$ cat src/rtl/gpio_bank_pkg.sv
package gpio_bank_pkg;
  typedef enum logic [0:0] {DIR_PIN = 1'b0, DIR_PORT = 1'b1} dir_mode_e;

  function automatic dir_mode_e port_mode(input int p);
    return (p == 0 || p == 1) ? DIR_PORT : DIR_PIN;
  endfunction

  // implemented direction bits per port
  function automatic logic [31:0] dir_mask(input int p);
    case (p)
      0, 1:    return 32'h0000_0001;
      3:       return 32'h0000_0000;
      4:       return 32'hFFFF_FFFE;
      7:       return 32'h0000_0003;
      default: return 32'hFFFF_FFFF;
    endcase
  endfunction
endpackage

$ cat src/rtl/gpio_sync.sv
module gpio_sync #(
  parameter int W      = 64,
  parameter int STAGES = 2
) (
  input  logic         clk_i,
  input  logic         rst_ni,
  input  logic [W-1:0] d_i,
  output logic [W-1:0] q_o
);
  logic [W-1:0] stage_q [STAGES];

  always_ff @(posedge clk_i or negedge rst_ni) begin
    if (!rst_ni) begin
      for (int s = 0; s < STAGES; s++) stage_q[s] <= '0;
    end else begin
      stage_q[0] <= d_i;
      for (int s = 1; s < STAGES; s++) stage_q[s] <= stage_q[s-1];
    end
  end

  assign q_o = stage_q[STAGES-1];
endmodule

$ cat src/rtl/gpio_port.sv
module gpio_port
  import gpio_bank_pkg::*;
#(
  parameter int PORT_IDX = 0,
  parameter int PORT_W   = 8,
  parameter int ADDR_W   = 4
) (
  input  logic              clk_i,
  input  logic              rst_ni,
  input  logic [ADDR_W-1:0] addr_i,
  input  logic [PORT_W-1:0] wdata_i,
  input  logic              wr_i,
  input  logic [PORT_W-1:0] pin_sync_i,
  output logic [PORT_W-1:0] oe_o,
  output logic [PORT_W-1:0] out_o,
  output logic [PORT_W-1:0] rd_val_o
);
  localparam logic [ADDR_W-1:0] DATA_ADDR = ADDR_W'(2 * PORT_IDX);
  localparam logic [ADDR_W-1:0] DIR_ADDR  = ADDR_W'(2 * PORT_IDX + 1);
  localparam dir_mode_e         MODE      = port_mode(PORT_IDX);
  localparam logic [PORT_W-1:0] MASK      = PORT_W'(dir_mask(PORT_IDX));

  logic data_sel, dir_sel;
  logic [PORT_W-1:0] lat_q;

  assign data_sel = wr_i && (addr_i == DATA_ADDR);
  assign dir_sel  = wr_i && (addr_i == DIR_ADDR);

  // latch loads regardless of direction
  always_ff @(posedge clk_i or negedge rst_ni) begin
    if (!rst_ni)       lat_q <= '0;
    else if (data_sel) lat_q <= wdata_i;
  end

  generate
    if (MODE == DIR_PORT) begin : g_port_dir
      logic dir_q;
      always_ff @(posedge clk_i or negedge rst_ni) begin
        if (!rst_ni)      dir_q <= 1'b0;
        else if (dir_sel) dir_q <= |(wdata_i & MASK);
      end
      assign oe_o = {PORT_W{dir_q}};

      p_port_dir_r5: assert property (@(posedge clk_i) disable iff (!rst_ni)
        dir_sel |=> oe_o == {PORT_W{$past(wdata_i[0])}});
    end else begin : g_pin_dir
      logic [PORT_W-1:0] dir_q;
      always_ff @(posedge clk_i or negedge rst_ni) begin
        if (!rst_ni)      dir_q <= '0;
        else if (dir_sel) dir_q <= wdata_i & MASK;
      end
      assign oe_o = dir_q;

      p_pin_dir_r3: assert property (@(posedge clk_i) disable iff (!rst_ni)
        dir_sel |=> oe_o == ($past(wdata_i) & MASK));
    end
  endgenerate

  assign out_o    = lat_q;
  assign rd_val_o = (oe_o & lat_q) | (~oe_o & pin_sync_i);

  p_data_write_r2: assert property (@(posedge clk_i) disable iff (!rst_ni)
    data_sel |=> out_o == $past(wdata_i));
  p_data_hold_r2: assert property (@(posedge clk_i) disable iff (!rst_ni)
    !data_sel |=> $stable(out_o));
  p_dir_hold_r4: assert property (@(posedge clk_i) disable iff (!rst_ni)
    !dir_sel |=> $stable(oe_o));
endmodule

$ cat src/rtl/gpio_bank.sv
module gpio_bank #(
  parameter int NUM_PORTS   = 8,
  parameter int PORT_W      = 8,
  parameter int SYNC_STAGES = 2
) (
  input  logic                          clk_i,
  input  logic                          rst_ni,
  input  logic [$clog2(NUM_PORTS):0]    addr_i,
  input  logic [PORT_W-1:0]             wdata_i,
  input  logic                          wr_i,
  input  logic                          rd_i,
  output logic [PORT_W-1:0]             rdata_o,
  input  logic [NUM_PORTS*PORT_W-1:0]   pin_i,
  output logic [NUM_PORTS*PORT_W-1:0]   pin_oe_o,
  output logic [NUM_PORTS*PORT_W-1:0]   pin_out_o
);
  localparam int ADDR_W = $clog2(NUM_PORTS) + 1;
  localparam int PINS   = NUM_PORTS * PORT_W;

  logic [PINS-1:0]   pin_sync;
  logic [PORT_W-1:0] rd_val [NUM_PORTS];
  logic [PORT_W-1:0] rdata_d;
  logic [ADDR_W-2:0] port_idx;

  gpio_sync #(.W(PINS), .STAGES(SYNC_STAGES)) u_sync (
    .clk_i (clk_i),
    .rst_ni(rst_ni),
    .d_i   (pin_i),
    .q_o   (pin_sync)
  );

  for (genvar p = 0; p < NUM_PORTS; p++) begin : g_port
    gpio_port #(.PORT_IDX(p), .PORT_W(PORT_W), .ADDR_W(ADDR_W)) u_port (
      .clk_i     (clk_i),
      .rst_ni    (rst_ni),
      .addr_i    (addr_i),
      .wdata_i   (wdata_i),
      .wr_i      (wr_i),
      .pin_sync_i(pin_sync[p*PORT_W +: PORT_W]),
      .oe_o      (pin_oe_o[p*PORT_W +: PORT_W]),
      .out_o     (pin_out_o[p*PORT_W +: PORT_W]),
      .rd_val_o  (rd_val[p])
    );
  end

  assign port_idx = addr_i[ADDR_W-1:1];

  // direction addresses are write-only
  always_comb begin
    rdata_d = '0;
    if (rd_i && !addr_i[0] && (int'(port_idx) < NUM_PORTS)) rdata_d = rd_val[port_idx];
  end

  always_ff @(posedge clk_i or negedge rst_ni) begin
    if (!rst_ni) rdata_o <= '0;
    else         rdata_o <= rdata_d;
  end

  p_rd_dir_zero_r8: assert property (@(posedge clk_i) disable iff (!rst_ni)
    (rd_i && addr_i[0]) |=> rdata_o == '0);
  p_rd_idle_zero_r9: assert property (@(posedge clk_i) disable iff (!rst_ni)
    !rd_i |=> rdata_o == '0);
  p_port3_input_r6: assert property (@(posedge clk_i) disable iff (!rst_ni)
    wr_i |=> pin_oe_o[3*PORT_W +: PORT_W] == '0);
endmodule

$ cat config.mk
export PLATFORM = sky130hd
export DESIGN_NAME = gpio_bank
export DESIGN_NICKNAME = d
export VERILOG_FILES = /design/src/rtl/gpio_bank_pkg.sv /design/src/rtl/gpio_sync.sv /design/src/rtl/gpio_port.sv /design/src/rtl/gpio_bank.sv
export SDC_FILE = /design/constraint.sdc
export NUM_CORES = 1
export LEC_CHECK = 0
export BUFFER_PORTS_ARGS = -buffer_cell sky130_fd_sc_hd__buf_2
export CAP_MARGIN = 25
export CORE_MARGIN = 1
export CORE_UTILIZATION = 25
export DETAILED_ROUTE_END_ITERATION = 16
export SLEW_MARGIN = 20
export SYNTH_ARGS = -nofsm -noshare
export SYNTH_HDL_FRONTEND = slang
export SYNTH_SLANG_ARGS = --single-unit
$ cat constraint.sdc
create_clock -name clk_i -period 3.4 [get_ports clk_i]
set_input_delay 0.68 -clock clk_i [delete_from_list [all_inputs] [get_ports clk_i]]
set_output_delay 0.68 -clock clk_i [all_outputs]
set_load 0.01 [all_outputs]
==> results.json, run 1 <==
{
  "status": "finished clean",
  "synth-main-ff-cell": "dfrtp_1",
  "ctsResizeCount": 0,
  "switchingPower_uw": 2080,
  "critical-path-top-delay-family": "flip-flops",
  "antenna_found_initial": 2,
  "dieHeight_um": 187,
  "synth-edff-count": 0,
  "synthArstFlopShare_pct": 100,
  "grt_pass1_vias": 5133,
  "ys_seq_area_share_pct": 68.5,
  "p_per_area_mw_per_mm2": 703,
  "finalSetupViolCount": 0,
  "timing.critical_path.buf_inv": 1,
  "cts.sinks": 235,
  "grt_pass1_wl_mm": 34.7,
  "slew_violations": 0,
  "clock-root-buffer": "clkbuf_16",
  "ctsHoldBuffers": 0,
  "hold_slack_ps": 155,
  "synth_top_family_by_area": "multiplexers",
  "p_sw_share_pct": 27.3,
  "final-hold-violation-count": 0,
  "io_pins": 216,
  "tightest_slew_ps": 677,
  "worst-r2r-cell-count": 4,
  "cts.clk_slew.worst_paths_ps": 60,
  "relSlewSlack_pct": 54.8,
  "slowest_delay_ps": 750,
  "clock_latency_ps": 520,
  "synth-compound-area-share_pct": 3.66,
  "fmax_mhz": 455,
  "dp_hpwl_mm": 17.1,
  "cp_max_fo": 17,
  "ys_ff_latch": 235,
  "cts_max_level": 1,
  "cp_cell_sequence": "buf_2",
  "endpoint_kind": "output port",
  "clockBufferDepth": 3,
  "cts-buffers-inserted": 27,
  "startpoint_type": "flip-flop",
  "ir_drop_v": 0.000354,
  "gr-total-overflow": 0,
  "vias_per_cell": 4.13,
  "first_iter_violations": 210,
  "crit_arrival_ps": 1520,
  "max-cap-violations": 0,
  "postRouteAntennaNets": 0,
  "grt_usage_pct": 13.5,
  "rsz0062_at_grt": "false",
  "rows": 67,
  "muxShareOfSynthArea_pct": 19.2,
  "core_area_sq_mm": 0.0337,
  "synth.avg_cell_area_sq_um": 15.6,
  "min_period_ps": 2200,
  "post_cts_buffers": 0,
  "wirelength_mm": 23.8,
  "required_ps": 2720,
  "routedWlPerCell_um": 19.7,
  "timing.final.crit_share_pct": 64.7,
  "dp.cells": 1162,
  "r2r-end": "rdata_o[1]",
  "synth_warnings": 0,
  "layout_common_cells": "dfrtp_1 (235), buf_2 (199), mux2_2 (107)",
  "layout.cells.most_common": "dfrtp_1",
  "clock_power_share_pct": 38.1,
  "drc_errors": 0,
  "p_leak_uw": 0.00506,
  "die_w_um": 187,
  "synth_area_sq_mm": 0.00859,
  "synthAdderAreaFrac_pct": 0,
  "synthSimpleGateAreaFrac_pct": 4.47,
  "portBuffers": 200,
  "synth_cell_types": 35,
  "syn_inst": 550,
  "start_util_pct": 25.5,
  "power_frac_comb_pct": 16.6,
  "final_cells": 1211,
  "dr.pass1.iters": 4,
  "pwr-share-seq_pct": 45.3,
  "gp_congestion": 0.769,
  "grt_max_degree": 86,
  "dr_total_vias": 4999,
  "die-area_sq_mm": 0.0351,
  "finalPower_uw": 7600,
  "crit_type": "flip-flop to output port",
  "clock_skew_ps": 5.06,
  "p_int_uw": 5520,
  "nets": 823,
  "synthXorXnorAreaFrac_pct": 0,
  "fin_util_pct": 32.1,
  "tns_ps": 0,
  "reg2reg_from": "g_port[0].u_port.g_port_dir.dir_q",
  "syn_to_final_growth_pct": 25.9,
  "hold_class": "input port to async pin",
  "slowest_stage": "dfrtp_1",
  "drive_gt1_share_pct": 50.1,
  "reg2reg_slack_ps": 1700,
  "cts_tree": "built"
}
-- registers in the layout, summed over array words and instances, names as in the netlist --
register,cells
g_port.u_port.g_port_dir.dir_q,2
g_port.u_port.oe_o,33
u_sync.stage_q,64
rdata_o,8
u_sync.q_o,64
g_port.u_port.out_o,64
-- cells by family (layout without fill, tap and decap cells) --
kind of cell           Yosys count  in the layout
AOI/OAI and AO/OA               48             48
buffers and inverters           56            254
DFF                            235            235
muxes                          147            147
other                            1             16
and+or+nand+nor                 63             63
-- layout make-up --
type,count,area (sq um)
fillers,3425,22900
diodes,1,2.50
repair buffers,206,1070
flip-flops and latches,235,5880
clock inverters,15,159
clock buffers,33,738
well taps,448,561
multi-input cells,273,2400
-- synth_stat cells, types with 8 or more instances --
| cell | number | area (sq um) |
|---|---|---|
| o21ai_0 | 14 | 70.1 |
| dfrtp_1 | 235 | 5880 |
| mux2_4 | 8 | 120 |
| mux2i_1 | 32 | 320 |
| buf_2 | 11 | 55.1 |
| clkbuf_1 | 10 | 37.5 |
| nand2_1 | 26 | 97.6 |
| mux2_2 | 107 | 1200 |
| nor2_4 | 8 | 90.1 |
| buf_4 | 32 | 240 |
| o211ai_1 | 8 | 60.1 |
| nor2_1 | 9 | 33.8 |
-- power groups by stage --
stage,clock [uW],sequential [uW],combinational (uW)
2_1_floorplan,0,3540,609
3_3_place_gp,0,3480,1280
3_5_place_dp,0,3500,1290
4_1_cts,2980,3450,1300
5_1_grt,3090,3500,1360
6_report,2900,3450,1260
-- worst max-delay path by stage --
stage                                                 start                         to  slack (ps)  cells past startpoint
final                     g_port[0].u_port.g_port_dir.dir_q                pin_oe_o[3]        1200                      1
after global routing      g_port[0].u_port.g_port_dir.dir_q                pin_oe_o[3]        1100                      1
after CTS                 g_port[0].u_port.g_port_dir.dir_q                pin_oe_o[3]        1170                      1
after detailed placement                          addr_i[1]   g_port[2].u_port.oe_o[7]        1060                      5
after global placement                            addr_i[1]  g_port[7].u_port.out_o[5]        1080                      5
after floorplan                                   addr_i[0]  g_port[5].u_port.out_o[0]        1570                      5
-- per-stage QoR --
stage / setup WS (ps) / cell area, sq um
2_1_floorplan: 1570 / 8640
3_3_place_gp: 1080 / 9910
3_5_place_dp: 1060 / 9910
4_1_cts: 1170 / 10800
5_1_grt: 1100 / 10800
6_report: 1200 / 10800
-- routing by layer --
metal	vias up	part of all wire, %	global-route usage [%]
met5	-	0.050	0
met3	38	6.1	3.36
met4	2	2.0	2.96
met1	2548	44	18.0
met2	157	48	22.2
li1	2254	-	-
Note: power is estimated with default switching activity, not from simulation.
==> run 2, diff against run 1 <==
--- a/config.mk
+++ b/config.mk
@@ -5,6 +5,7 @@
 export SDC_FILE = /design/constraint.sdc
 export NUM_CORES = 1
 export LEC_CHECK = 0
+export ABC_AREA = 1
 export BUFFER_PORTS_ARGS = -buffer_cell sky130_fd_sc_hd__buf_2
 export CAP_MARGIN = 25
 export CORE_MARGIN = 1
==> constraint.sdc (replaced) <==
create_clock -name clk_i -period 1.9 [get_ports clk_i]
set_input_delay 0.38 -clock clk_i [delete_from_list [all_inputs] [get_ports clk_i]]
set_output_delay 0.38 -clock clk_i [all_outputs]
set_load 0.01 [all_outputs]
==> results.json, run 2 <==
{
  "status": "finished clean",
  "p_int_uw": 9590,
  "syn_to_final_growth_pct": 33.7,
  "io_pins": 216,
  "dp_hpwl_mm": 19.1,
  "slowest_delay_ps": 540,
  "vias_per_cell": 3.95,
  "clock-root-buffer": "clkbuf_16",
  "routedWlPerCell_um": 15.8,
  "layout.cells.most_common": "nand2_1",
  "hold_class": "input port to flip-flop",
  "synth-main-ff-cell": "dfrtp_1",
  "grt_pass1_vias": 6416,
  "max-cap-violations": 0,
  "synth_cell_types": 17,
  "p_sw_share_pct": 28.6,
  "clock_skew_ps": 13.5,
  "wirelength_mm": 26.1,
  "place_area_sq_mm": 0.0102,
  "cts.clk_slew.worst_paths_ps": 60,
  "cts-buffers-inserted": 25,
  "fmax_mhz": 558,
  "die_w_um": 189,
  "ys_seq_area_share_pct": 67.0,
  "crit_type": "flip-flop to output port",
  "p_per_area_mw_per_mm2": 1150,
  "synthTopCellsByArea": "dfrtp_1 (67%), nand2_1 (11%), inv_1 (5.8%), o21ai_0 (5.1%), nand3_1 (3.3%)",
  "slowest_stage": "dfrtp_1",
  "slew_violations": 0,
  "synth_warnings": 0,
  "critical-path-top-delay-family": "flip-flops",
  "tns_ps": 0,
  "ir_drop_v": 0.000599,
  "grt_pass1_wl_mm": 38.8,
  "gp_congestion": 0.851,
  "cts_max_level": 1,
  "timing.final.crit_share_pct": 94.4,
  "synthArstFlopShare_pct": 100,
  "postRouteAntennaNets": 0,
  "clock_latency_ps": 520,
  "switchingPower_uw": 3840,
  "tightest_slew_ps": 539,
  "rsz0062_at_grt": "false",
  "synth-edff-count": 0,
  "ys_ff_latch": 235,
  "fin_area_sq_mm": 0.0117,
  "gr-total-overflow": 0,
  "post_cts_buffers": 0,
  "ctsHoldBuffers": 65,
  "min_period_ps": 1790,
  "final.fill_count": 3592,
  "drc_errors": 0,
  "drive_gt1_share_pct": 22.1,
  "relSlewSlack_pct": 64.0,
  "yosys-top-cells-count": "nand2_1 (265), dfrtp_1 (235), inv_1 (136)",
  "clockBufferDepth": 3,
  "start_util_pct": 25.4,
  "synth_area_sq_mm": 0.00877,
  "multiInputGateArea_sq_mm": 0.00209,
  "nets": 1251,
  "timing.critical_path.buf_inv": 2,
  "clock_power_share_pct": 37.1,
  "power_frac_comb_pct": 17.8,
  "cp_max_fo": 10,
  "pwr-share-seq_pct": 45.1,
  "startpoint_type": "flip-flop",
  "dr_total_vias": 6502,
  "dieHeight_um": 189,
  "crit_arrival_ps": 1410,
  "dr.pass1.iters": 5,
  "synth_top_cell_area_share_pct": 67.0,
  "dp.cells": 1534,
  "die-area_sq_mm": 0.0359,
  "first_iter_violations": 364,
  "p_leak_uw": 0.00609,
  "syn_inst": 903,
  "ctsResizeCount": 0,
  "final-hold-violation-count": 0,
  "portBuffers": 200,
  "endpoint_kind": "output port",
  "yosysMostFrequentCell": "nand2_1",
  "finalSetupViolCount": 0,
  "cts.sinks": 235,
  "layout_common_cells": "nand2_1 (265), dfrtp_1 (235), buf_2 (199)",
  "cp_cell_sequence": "buf_4, buf_2",
  "cts_tree": "built",
  "antenna_found_initial": 3,
  "seq_area_sq_mm": 0.00588,
  "synth.avg_cell_area_sq_um": 9.72,
  "rows": 68,
  "core_area_sq_mm": 0.0345,
  "required_ps": 1520,
  "synth_area_leader_cell": "dfrtp_1",
  "grt_max_degree": 51,
  "final_cells": 1645,
  "grt_usage_pct": 14.5
}
==> run 2: cell count changes in the layout (fill, tap and decap cells not counted), sizes merged, moves of 6 or more <==
cell         change
o21ai           +75
o221ai           -6
o211ai           -8
clkinv           -6
dlygate4sd3     +65
nand2          +239
a22oi            -6
inv            +140
mux2           -115
mux2i           -32
nor2            +35
buf              +8
nand3           +55
==> run 2: per-layer routing <==
metal  up-vias  GRT usage, %  share of wire, %
met3        53          3.47               5.5
met4         2          6.30               4.1
li1       3238             -                 -
met5         -             0             0.050
met2       196          23.0                45
met1      3013          18.8                45
==> run 2: kinds of logic (layout without fill, tap and decap cells) <==
kind of cell	after synthesis	in the layout	synth area share (%)
flops	235	235	67.0
compound gates	100	100	5.72
other cells	1	17	0.0427
simple gates	376	376	17.4
buf+inv	191	462	9.81
==> run 2: power by group through the flow <==
stage,combinational (uW),clock (uW),sequential (uW)
CTS,2430,5120,6070
global route,2690,5310,6150
global placement,2290,0,6140
floorplan,1030,0,6270
finish,2390,4980,6060
detailed placement,2310,0,6160
==> run 2: layout make-up <==
cell class,count,share of cell area (%)
Clock buffer,34,5.79
Multi-Input combinational cell,491,17.8
Antenna cell,2,0.0427
Sequential cell,235,50.1
Clock inverter,10,1.33
Inverter,139,4.45
Tap cell,455,4.85
Timing Repair Buffer,279,15.6
==> run 2: path summary, 6_finish.rpt <==
check / start / depth (start not counted) / endpoint / slack [ps]
worst max-delay path: g_port[0].u_port.g_port_dir.dir_q / 2 / pin_oe_o[3] / 110
worst min-delay path: wdata_i[0] / 3 / g_port[2].u_port.oe_o[0] / 130
worst max register to register: g_port[0].u_port.g_port_dir.dir_q / 8 / rdata_o[7] / 480
worst min register to register: u_sync.stage_q[95] / 0 / u_sync.q_o[31] / 340
max in group asynchronous: rst_ni / 3 / u_sync.q_o[52] / 890
min in group asynchronous: rst_ni / 2 / u_sync.stage_q[64] / 380
==> run 2: metrics by stage <==
stage,total power (uW),setup WS [ps],utilization (%),hold slack (ps)
after global routing,14100,27.6,33.9,129
after CTS,13600,74.6,33.9,110
after global placement,8420,210,29.6,324
final,13400,107,34.0,131
after floorplan,7300,608,-,84.4
after detailed placement,8470,206,29.6,326
==> run 2: worst register-to-register path: stages (launching register included) <==
cell     delay [ps]
dfrtp_1         540
buf_4           230
nand2_1          70
nand3_1          90
nand2_1         100
nand2_1          80
nand3_1          90
nand2_1          70
inv_1            50
==> run 3, diff against run 2 <==
--- a/config.mk
+++ b/config.mk
@@ -11,6 +11,7 @@
 export CORE_MARGIN = 1
 export CORE_UTILIZATION = 25
 export DETAILED_ROUTE_END_ITERATION = 16
+export PLACE_DENSITY_LB_ADDON = 0.05
 export SLEW_MARGIN = 20
 export SYNTH_ARGS = -nofsm -noshare
 export SYNTH_HDL_FRONTEND = slang
==> results.json, run 3 (same netlist as run 2, synthesis figures left out) <==
{
  "nets": 1264,
  "routedWlPerCell_um": 16.5,
  "antenna_found_initial": 0,
  "gp_congestion": 0.760,
  "io_pins": 216,
  "rows": 68,
  "tns_ps": 0,
  "max-cap-violations": 0,
  "ctsHoldBuffers": 65,
  "cts-buffers-inserted": 28,
  "clock_latency_ps": 550,
  "postRouteAntennaNets": 0,
  "p_int_uw": 10000,
  "cts.clk_slew.worst_paths_ps": 60,
  "min_period_ps": 1640,
  "relSlewSlack_pct": 63.3,
  "first_iter_violations": 340,
  "cts_tree": "built",
  "clock-root-buffer": "clkbuf_16",
  "status": "finished clean",
  "clockBufferDepth": 3,
  "cp_cell_sequence": "buf_4, buf_2",
  "power_frac_comb_pct": 17.0,
  "clock_power_share_pct": 39.8,
  "post_cts_buffers": 0,
  "dp_hpwl_mm": 19.7,
  "final_cells": 1661,
  "timing.final.crit_share_pct": 86.4,
  "start_util_pct": 25.4,
  "die_w_um": 189,
  "slowest_delay_ps": 400,
  "dr.pass1.iters": 5,
  "p_leak_uw": 0.00621,
  "crit_type": "flip-flop to output port",
  "hold_class": "input port to flip-flop",
  "p_per_area_mw_per_mm2": 1170,
  "dieHeight_um": 189,
  "ir_drop_v": 0.000787,
  "slew_violations": 0,
  "place_area_sq_mm": 0.0103,
  "ctsResizeCount": 0,
  "p_sw_share_pct": 28.4,
  "switchingPower_uw": 3970,
  "grt_pass1_vias": 6456,
  "startpoint_type": "flip-flop",
  "dr_total_vias": 6506,
  "core_area_sq_mm": 0.0345,
  "drive_gt1_share_pct": 23.4,
  "cts.sinks": 235,
  "dp.cells": 1544,
  "fmax_mhz": 609,
  "drc_errors": 0,
  "grt_pass1_wl_mm": 40.8,
  "grt_max_degree": 60,
  "crit_arrival_ps": 1260,
  "slowest_stage": "dfrtp_1",
  "cts_max_level": 1,
  "finalSetupViolCount": 0,
  "layout.cells.most_common": "nand2_1",
  "syn_to_final_growth_pct": 36.0,
  "cp_max_fo": 10,
  "layout_common_cells": "nand2_1 (265), dfrtp_1 (235), buf_2 (199)",
  "required_ps": 1520,
  "clock_skew_ps": 16.1,
  "rsz0062_at_grt": "false",
  "timing.critical_path.buf_inv": 2,
  "portBuffers": 200,
  "hold_slack_ps": 113,
  "tightest_slew_ps": 550,
  "grt_usage_pct": 15.4,
  "fin_area_sq_mm": 0.0119,
  "die-area_sq_mm": 0.0359,
  "final-hold-violation-count": 0,
  "pwr-share-seq_pct": 43.2,
  "endpoint_kind": "output port",
  "final.fill_count": 3642,
  "gr-total-overflow": 0,
  "wirelength_mm": 27.4,
  "vias_per_cell": 3.92,
  "critical-path-top-delay-family": "flip-flops"
}
[run 3: cell count changes in the layout (fill, tap and decap cells not counted)]
| cell | delta |
|---|---|
| buf_4 | +10 |
| clkbuf_1 | -5 |
| clkbuf_16 | +3 |
| clkbuf_8 | +4 |
| clkinv_2 | +4 |
| clkinv_8 | +1 |
| clkinvlp_4 | -1 |
| diode_2 | +1 |
| inv_6 | -1 |
[run 3: power groups by stage]
| stage | clock network (uW) | registers [uW] | logic, uW |
|---|---|---|---|
| 3_3_place_gp | 0 | 6160 | 2330 |
| 5_1_grt | 5960 | 6140 | 2710 |
| 2_1_floorplan | 0 | 6270 | 1030 |
| 3_5_place_dp | 0 | 6150 | 2350 |
| 4_1_cts | 5780 | 6070 | 2460 |
| 6_report | 5560 | 6050 | 2380 |
[run 3: path summary, 6_finish.rpt]
check,endpoint,slack (ps),depth (start not counted),startpoint
setup / recovery,pin_oe_o[7],260,2,g_port[0].u_port.g_port_dir.dir_q
hold / removal,g_port[2].u_port.oe_o[0],110,3,wdata_i[0]
setup reg to reg,rdata_o[0],450,8,g_port[1].u_port.g_port_dir.dir_q
hold reg to reg,u_sync.q_o[44],340,0,u_sync.stage_q[108]
max in group asynchronous,g_port[4].u_port.out_o[1],910,3,rst_ni
min in group asynchronous,u_sync.stage_q[75],310,2,rst_ni
[run 3: worst min-delay path, cell delays in order]
cell,delay [ps]
buf_2,120
nand2_1,60
o21ai_0,60
[run 3: layout make-up]
class                           count  area, sq um  area share [%]
Sequential cell                   235         5880            49.3
Multi-Input combinational cell    491         2090            17.5
Timing Repair Buffer              289         1900            16.0
Clock buffer                       36          791            6.62
Tap cell                          455          569            4.77
Inverter                          139          522            4.37
Clock inverter                     13          176            1.48
Antenna cell                        3         7.51          0.0629
[run 3: per-stage QoR]
| stage | utilization, % | power (uW) | setup slack, ps |
|---|---|---|---|
| 2_1_floorplan | - | 7300 | 608 |
| 3_3_place_gp | 29.8 | 8490 | 264 |
| 3_5_place_dp | 29.8 | 8500 | 257 |
| 4_1_cts | 34.5 | 14300 | 218 |
| 5_1_grt | 34.5 | 14800 | 177 |
| 6_report | 34.6 | 14000 | 258 |
[run 3: routing by layer]
layer	GRT usage, %	share of wire (%)	vias up
met2	25.9	48	180
met5	0	0	-
met4	3.66	2.0	0
met1	20.6	45	3016
li1	-	-	3274
met3	2.87	4.7	36
